--- src/rtl/pl_pkg.sv ---
package pl_pkg;
    typedef enum logic [2:0] {
        ST_IDLE = 3'd0,
        ST_HDR  = 3'd1,
        ST_GAP  = 3'd2,
        ST_LINE = 3'd3,
        ST_LGAP = 3'd4
    } lnk_state_t;
endpackage

--- src/rtl/pl_hdr_ser.sv ---
module pl_hdr_ser #(
    parameter int HDR_MAX = 256
) (
    input  logic                              clk,
    input  logic                              rst_n,
    input  logic                              load,
    input  logic                              run,
    input  logic [$clog2(HDR_MAX+1)-1:0]      len_in,
    input  logic [7:0]                        byte_in,
    output logic [$clog2(HDR_MAX)-1:0]        rd_addr,
    output logic                              bit_out,
    output logic                              last
);
    localparam int LEN_W  = $clog2(HDR_MAX + 1);
    localparam int ADDR_W = $clog2(HDR_MAX);

    logic [LEN_W-1:0] len_q;
    logic [LEN_W-1:0] byte_idx;
    logic [LEN_W-1:0] nxt_idx;
    logic [LEN_W-1:0] len_c;
    logic [2:0]       bit_idx;
    logic [7:0]       sr;

    // lengths above the maximum are clamped
    assign len_c   = (len_in > LEN_W'(HDR_MAX)) ? LEN_W'(HDR_MAX) : len_in;
    assign nxt_idx = byte_idx + LEN_W'(1);
    // while idle the buffer is addressed at byte 0 so it is ready at start
    assign rd_addr = run ? nxt_idx[ADDR_W-1:0] : '0;
    assign bit_out = run & sr[7];
    assign last    = run && (bit_idx == 3'd7) && (byte_idx == len_q - LEN_W'(1));

    always_ff @(posedge clk or negedge rst_n) begin
        if (!rst_n) begin
            len_q    <= '0;
            byte_idx <= '0;
            bit_idx  <= '0;
            sr       <= '0;
        end else if (load) begin
            len_q    <= len_c;
            byte_idx <= '0;
            bit_idx  <= '0;
            sr       <= byte_in;
        end else if (run) begin
            bit_idx <= bit_idx + 3'd1;
            if (bit_idx == 3'd7) begin
                sr       <= byte_in;
                byte_idx <= nxt_idx;
            end else begin
                sr <= {sr[6:0], 1'b0};
            end
        end else begin
            byte_idx <= '0;
            bit_idx  <= '0;
        end
    end
endmodule

--- src/rtl/pl_pix_ser.sv ---
module pl_pix_ser #(
    parameter int PIX_W     = 14,
    parameter int SLOT_CLKS = 20
) (
    input  logic             clk,
    input  logic             rst_n,
    input  logic             load,
    input  logic             run,
    input  logic             active,
    input  logic             clear,
    input  logic             pix_valid,
    input  logic [PIX_W-1:0] pix_data,
    output logic             slot_end,
    output logic             dval,
    output logic             vid,
    output logic             underrun
);
    localparam int CNT_W = $clog2(SLOT_CLKS);

    logic [CNT_W-1:0] cnt;
    logic [PIX_W-1:0] sr;

    assign slot_end = run && (cnt == CNT_W'(SLOT_CLKS - 1));
    assign dval     = active && (cnt < CNT_W'(PIX_W));
    assign vid      = dval & sr[PIX_W-1];

    always_ff @(posedge clk or negedge rst_n) begin
        if (!rst_n) begin
            cnt <= '0;
        end else if (load) begin
            cnt <= '0;
        end else if (run) begin
            cnt <= (cnt == CNT_W'(SLOT_CLKS - 1)) ? '0 : cnt + CNT_W'(1);
        end else begin
            cnt <= '0;
        end
    end

    always_ff @(posedge clk or negedge rst_n) begin
        if (!rst_n) begin
            sr <= '0;
        end else if (load) begin
            sr <= pix_valid ? pix_data : '0;
        end else if (active) begin
            sr <= {sr[PIX_W-2:0], 1'b0};
        end
    end

    always_ff @(posedge clk or negedge rst_n) begin
        if (!rst_n) begin
            underrun <= 1'b0;
        end else if (clear) begin
            underrun <= 1'b0;
        end else if (load && !pix_valid) begin
            underrun <= 1'b1;
        end
    end
endmodule

--- src/rtl/pl_frame_fsm.sv ---
module pl_frame_fsm
    import pl_pkg::*;
#(
    parameter int LPIX_W = 12,
    parameter int LCNT_W = 12
) (
    input  logic              clk,
    input  logic              rst_n,
    input  logic              start,
    input  logic              hdr_nonzero,
    input  logic              hdr_last,
    input  logic              slot_end,
    input  logic [LPIX_W-1:0] line_len,
    input  logic [LCNT_W-1:0] line_count,
    output lnk_state_t        state,
    output logic              accept,
    output logic              load,
    output logic              fval,
    output logic              lval,
    output logic              busy
);
    lnk_state_t        nxt;
    logic [LPIX_W-1:0] len_q;
    logic [LCNT_W-1:0] cnt_q;
    logic [LPIX_W-1:0] pix_idx;
    logic [LCNT_W-1:0] line_idx;
    logic              line_end;
    logic              frame_end;

    assign accept    = (state == ST_IDLE) && start;
    assign line_end  = (pix_idx == len_q - LPIX_W'(1));
    assign frame_end = line_end && (line_idx == cnt_q - LCNT_W'(1));

    always_ff @(posedge clk or negedge rst_n) begin
        if (!rst_n) state <= ST_IDLE;
        else        state <= nxt;
    end

    always_comb begin
        nxt = state;
        unique case (state)
            ST_IDLE: if (start) nxt = hdr_nonzero ? ST_HDR : ST_GAP;
            ST_HDR:  if (hdr_last) nxt = ST_GAP;
            ST_GAP:  nxt = ST_LINE;
            ST_LINE: if (slot_end && line_end) nxt = frame_end ? ST_IDLE : ST_LGAP;
            ST_LGAP: if (slot_end) nxt = ST_LINE;
            default: nxt = ST_IDLE;
        endcase
    end

    always_ff @(posedge clk or negedge rst_n) begin
        if (!rst_n) begin
            len_q    <= LPIX_W'(1);
            cnt_q    <= LCNT_W'(1);
            pix_idx  <= '0;
            line_idx <= '0;
        end else if (accept) begin
            len_q    <= (line_len == '0)   ? LPIX_W'(1) : line_len;
            cnt_q    <= (line_count == '0) ? LCNT_W'(1) : line_count;
            pix_idx  <= '0;
            line_idx <= '0;
        end else if (state == ST_LINE && slot_end) begin
            pix_idx <= line_end ? '0 : pix_idx + LPIX_W'(1);
        end else if (state == ST_LGAP && slot_end) begin
            line_idx <= line_idx + LCNT_W'(1);
        end
    end

    always_comb begin
        fval = 1'b0;
        lval = 1'b0;
        busy = 1'b1;
        load = 1'b0;
        unique case (state)
            ST_IDLE: busy = 1'b0;
            ST_HDR:  ;
            ST_GAP:  load = 1'b1;
            ST_LINE: begin
                fval = 1'b1;
                lval = 1'b1;
                load = slot_end && !line_end;
            end
            ST_LGAP: begin
                fval = 1'b1;
                load = slot_end;
            end
            default: busy = 1'b0;
        endcase
    end
endmodule

--- src/rtl/pix_link_tx.sv ---
module pix_link_tx
    import pl_pkg::*;
#(
    parameter int PIX_W     = 14,
    parameter int SLOT_CLKS = 20,
    parameter int HDR_MAX   = 256,
    parameter int LPIX_W    = 12,
    parameter int LCNT_W    = 12
) (
    input  logic                          clk,
    input  logic                          rst_n,
    input  logic                          start,
    input  logic [$clog2(HDR_MAX+1)-1:0]  hdr_len,
    output logic [$clog2(HDR_MAX)-1:0]    hdr_addr,
    input  logic [7:0]                    hdr_data,
    input  logic [LPIX_W-1:0]             line_len,
    input  logic [LCNT_W-1:0]             line_count,
    input  logic                          pix_valid,
    input  logic [PIX_W-1:0]              pix_data,
    output logic                          pix_ready,
    output logic                          link_clk,
    output logic                          hdr_lane,
    output logic                          vid_lane,
    output logic                          fval,
    output logic                          lval,
    output logic                          dval,
    output logic                          busy,
    output logic                          underrun
);
    lnk_state_t state;
    logic       accept;
    logic       load;
    logic       hdr_last;
    logic       slot_end;
    logic       hdr_nonzero;

    assign link_clk    = clk;
    assign hdr_nonzero = (hdr_len != '0);
    assign pix_ready   = load;

    pl_frame_fsm #(
        .LPIX_W (LPIX_W),
        .LCNT_W (LCNT_W)
    ) u_fsm (
        .clk         (clk),
        .rst_n       (rst_n),
        .start       (start),
        .hdr_nonzero (hdr_nonzero),
        .hdr_last    (hdr_last),
        .slot_end    (slot_end),
        .line_len    (line_len),
        .line_count  (line_count),
        .state       (state),
        .accept      (accept),
        .load        (load),
        .fval        (fval),
        .lval        (lval),
        .busy        (busy)
    );

    pl_hdr_ser #(
        .HDR_MAX (HDR_MAX)
    ) u_hdr (
        .clk     (clk),
        .rst_n   (rst_n),
        .load    (accept && hdr_nonzero),
        .run     (state == ST_HDR),
        .len_in  (hdr_len),
        .byte_in (hdr_data),
        .rd_addr (hdr_addr),
        .bit_out (hdr_lane),
        .last    (hdr_last)
    );

    pl_pix_ser #(
        .PIX_W     (PIX_W),
        .SLOT_CLKS (SLOT_CLKS)
    ) u_pix (
        .clk       (clk),
        .rst_n     (rst_n),
        .load      (load),
        .run       (state == ST_LINE || state == ST_LGAP),
        .active    (state == ST_LINE),
        .clear     (accept),
        .pix_valid (pix_valid),
        .pix_data  (pix_data),
        .slot_end  (slot_end),
        .dval      (dval),
        .vid       (vid_lane),
        .underrun  (underrun)
    );
endmodule

--- config.mk ---
export PLATFORM = sky130hd
export DESIGN_NAME = pix_link_tx
export DESIGN_NICKNAME = d
export VERILOG_FILES = /design/src/rtl/pl_pkg.sv /design/src/rtl/pl_hdr_ser.sv /design/src/rtl/pl_pix_ser.sv /design/src/rtl/pl_frame_fsm.sv /design/src/rtl/pix_link_tx.sv
export SDC_FILE = /design/constraint.sdc
export NUM_CORES = 1
export LEC_CHECK = 0
export BUFFER_PORTS_ARGS = -buffer_cell sky130_fd_sc_hd__buf_2
export CORE_AREA = 4 4 108 110
export DETAILED_ROUTE_END_ITERATION = 10
export DIE_AREA = 0 0 112 114
export PLACE_DENSITY = 0.85
export SETUP_SLACK_MARGIN = 0.3
export SYNTH_ARGS = -nofsm -noshare
export SYNTH_HDL_FRONTEND = slang
export SYNTH_SLANG_ARGS = --single-unit
--- constraint.sdc ---
create_clock -name clk -period 3.6 [get_ports clk]
set_clock_uncertainty 0.1 [all_clocks]
set_input_delay 0 -clock clk [delete_from_list [all_inputs] [get_ports clk]]
set_output_delay 0 -clock clk [all_outputs]
set_load 0.005 [all_outputs]
==> reports/qor.csv <==
metric,value,unit
antenna_found_initial,0,
fmax,303,MHz
die_h,114,µm
area_growth,25.5,%
ioPinCount,76,
power,5.26,mW
worst_pin_slew,1.02,ns
design_area,7320,µm²
ys.flop_type,dfrtp_1,
crit_top_cell,inv_1,
regToRegStartpoint,u_fsm.len_q[1],
rsz0062_at_grt,yes,
whs,0.0609,ns
portBuffers,75,
placed_cell_area,6300,µm²
hold_viol,0,
wl_met3,663,µm
synthArstFlopShare,1.00,
max-cap-violations,0,
path_delay_family,simple AND/OR/NAND/NOR gates,
start_util,0.545,
p_sw_frac,0.407,
path_cells,"inv_1, ha_1, or3b_2, or4_4, a21oi_2, o22ai_2, nor4_4, or2_4, buf_4, inv_1, buf_2",
p_seq_frac,0.398,
place.gp.congestion,0.905,
drive_gt1_frac,0.196,
instances_no_fill,925,
status,completed,
switchingPower,2.14,mW
drt-initial-drc-count,351,
dp_hpwl,9.64,mm
synth_top_area_frac,0.421,
hold_class,input pin to async pin,
nets,848,
routed_via_density,5.84,
post-place-cells,833,
synthTopCellsByCount,"98 x dfrtp_1, 78 x nand2_1, 60 x nor2_1",
min_period,3.30,ns
pwr-share-comb,0.427,
p_leak,3.24,nW
synth_edf_count,0,
wl_met2,7.59,mm
top_layer_used,met4,
ys_ff_latch,100,
relSlewSlack,0.320,
yosysWarnings,0,
final.setup.tns,0,ns
drcViolationCount,0,
ant_nets,0,
cts_tree,built,
die_x,112,µm
synth_cell_type_count,58,
track_usage,0.241,
grt_first_pass_wirelength,25.4,mm
cp_slowest_stage_delay,0.51,ns
netlist_area,5830,µm²
finalWirelength,15.0,mm
p_per_area,718,nW/µm²
diodes,0,
clkPwrFrac,0.175,
yosysSeqAreaShare,0.430,
critPathArrivalTime,3.20,ns
critPathLaunchType,flop,
ys_top_cells_by_area,"dfrtp_1 42%, nand2_1 5.0%, xnor2_1 4.8%",
end_kind,output pin,
core,10700,µm²
synth_top_cell_by_area,dfrtp_1,
grt_overflow,0,
wire_per_inst,16.2,µm
rrSetupSlack,0.50,ns
syn_area_per_cell,9.07,µm²
grt_pass1_vias,5490,
rr_endpoint,u_fsm.state[0],
vdd_ir_drop_max,0.432,mV
crit_type,flop to output pin,
r2r_cells,9,
final.period_utilization,0.916,
vias,5401,
syn_inst,643,
crit_cells,11,
cts_setup_buffers,0,
grt_start_max_net_pins,54,
timing.final.max_slew_violations,0,
crit_buf_inv,4,
die_area,12800,µm²
firstDrtPassIters,6,
path_clk_slew,0.10,ns
setup_viol,0,
clk_latency,0.48,ns
yosysMostFrequentCell,dfrtp_1,
p_int,3.12,mW
met1Wirelength,6.28,mm
worst-endpoint-required,3.50,ns
cpMaxStageDelayCell,or3b_2,
synth_nets,711,
num_rows,38,
crit_fanout,11,
-- worst max-delay path by stage --
stage	slack, ns	end	start
6_report	0.30	pix_ready	u_fsm.len_q[1]
5_1_grt	0.17	pix_ready	u_fsm.len_q[1]
4_1_cts	0.30	pix_ready	u_fsm.len_q[1]
3_5_place_dp	0.28	u_fsm.state[1]	u_fsm.len_q[3]
3_3_place_gp	0.39	u_fsm.state[1]	u_fsm.len_q[3]
2_1_floorplan	0.65	u_fsm.pix_idx[2]	u_fsm.len_q[3]
-- power groups by stage --
stage	Combinational (mW)	Sequential, mW	Clock (mW)
2_1_floorplan	1.75	1.89	0.0180
3_3_place_gp	1.99	2.05	0.0121
3_5_place_dp	2.09	2.09	0.0121
4_1_cts	2.19	2.07	0.937
5_1_grt	2.51	2.15	0.985
6_report	2.25	2.09	0.922
-- worst reg2reg max path: cells and delay by family, from the launching register on --
family	cells	cell delay [ns]
adders and majority gates	1	0.22
DFF	1	0.40
buffers and inverters	1	0.07
and+or+nand+nor	5	1.74
AOI/OAI and AO/OA	2	0.45
-- repair_timing --
item	4_1_cts	5_1_grt
hold endpoints to repair	158	0
gates resized for setup	2	3
setup endpoints to repair	5	10
hold buffers	73	0
-- per-layer routing --
| layer | vias up | track usage |
|---|---|---|
| met4 | 0 | 0.0897 |
| met5 | - | 0 |
| met1 | 2626 | 0.298 |
| li1 | 2555 | - |
| met2 | 177 | 0.427 |
| met3 | 43 | 0.0371 |
-- sequential cells by signal, indices dropped and copies added (netlist names) --
register and flops:
u_fsm.cnt_q 12, u_fsm.len_q 12, u_fsm.line_idx 12, u_fsm.pix_idx 12, u_fsm.state 3, u_hdr.bit_idx 3, u_hdr.byte_idx 9, u_hdr.len_q 9
u_hdr.sr 8, u_pix.cnt 5, u_pix.sr 14, u_pix.underrun 1
-- final cells by class --
type,count,area (µm²)
clock buffers,15,188
inverters,21,78.8
fillers,776,3380
flip-flops and latches,100,2500
multi-input cells,487,3110
well taps,140,175
repair buffers,157,1180
clock inverters,5,85.1
-- logic make-up (layout without fill, tap and decap cells) --
group	count (synthesis)	in the layout	share of synthesized area
mux	33	33	0.0618
compound gates	131	131	0.147
fa+ha+maj	9	9	0.0193
buf+inv	56	198	0.0408
xor+xnor	58	58	0.0871
simple gates	256	256	0.214
flops	100	100	0.430
-- metrics by stage --
stage,setup WS [ns],util
floorplan,0.650,-
global placement,0.387,0.589
detailed placement,0.276,0.589
CTS,0.301,0.683
global route,0.170,0.684
finish,0.304,0.684
-- cell usage in the layout, fill, tap and decap left out, types with 8 or more instances in the layout --
cell,instances
ha_1,9
a21oi_1,20
o21ai_0,39
dfrtp_1,98
xnor2_1,32
nor2_1,60
nand3_1,25
or3_1,8
mux2i_1,9
clkbuf_8,13
mux2_2,24
nand2_1,78
o31ai_1,13
a31o_2,13
buf_4,11
dlygate4sd3_1,73
nor3_1,15
nor2b_1,10
inv_1,21
a31oi_1,16
nor4_1,10
o22ai_1,8
xor2_1,26
and3_1,18
buf_2,74
Note: power is estimated with default switching activity, not from simulation.
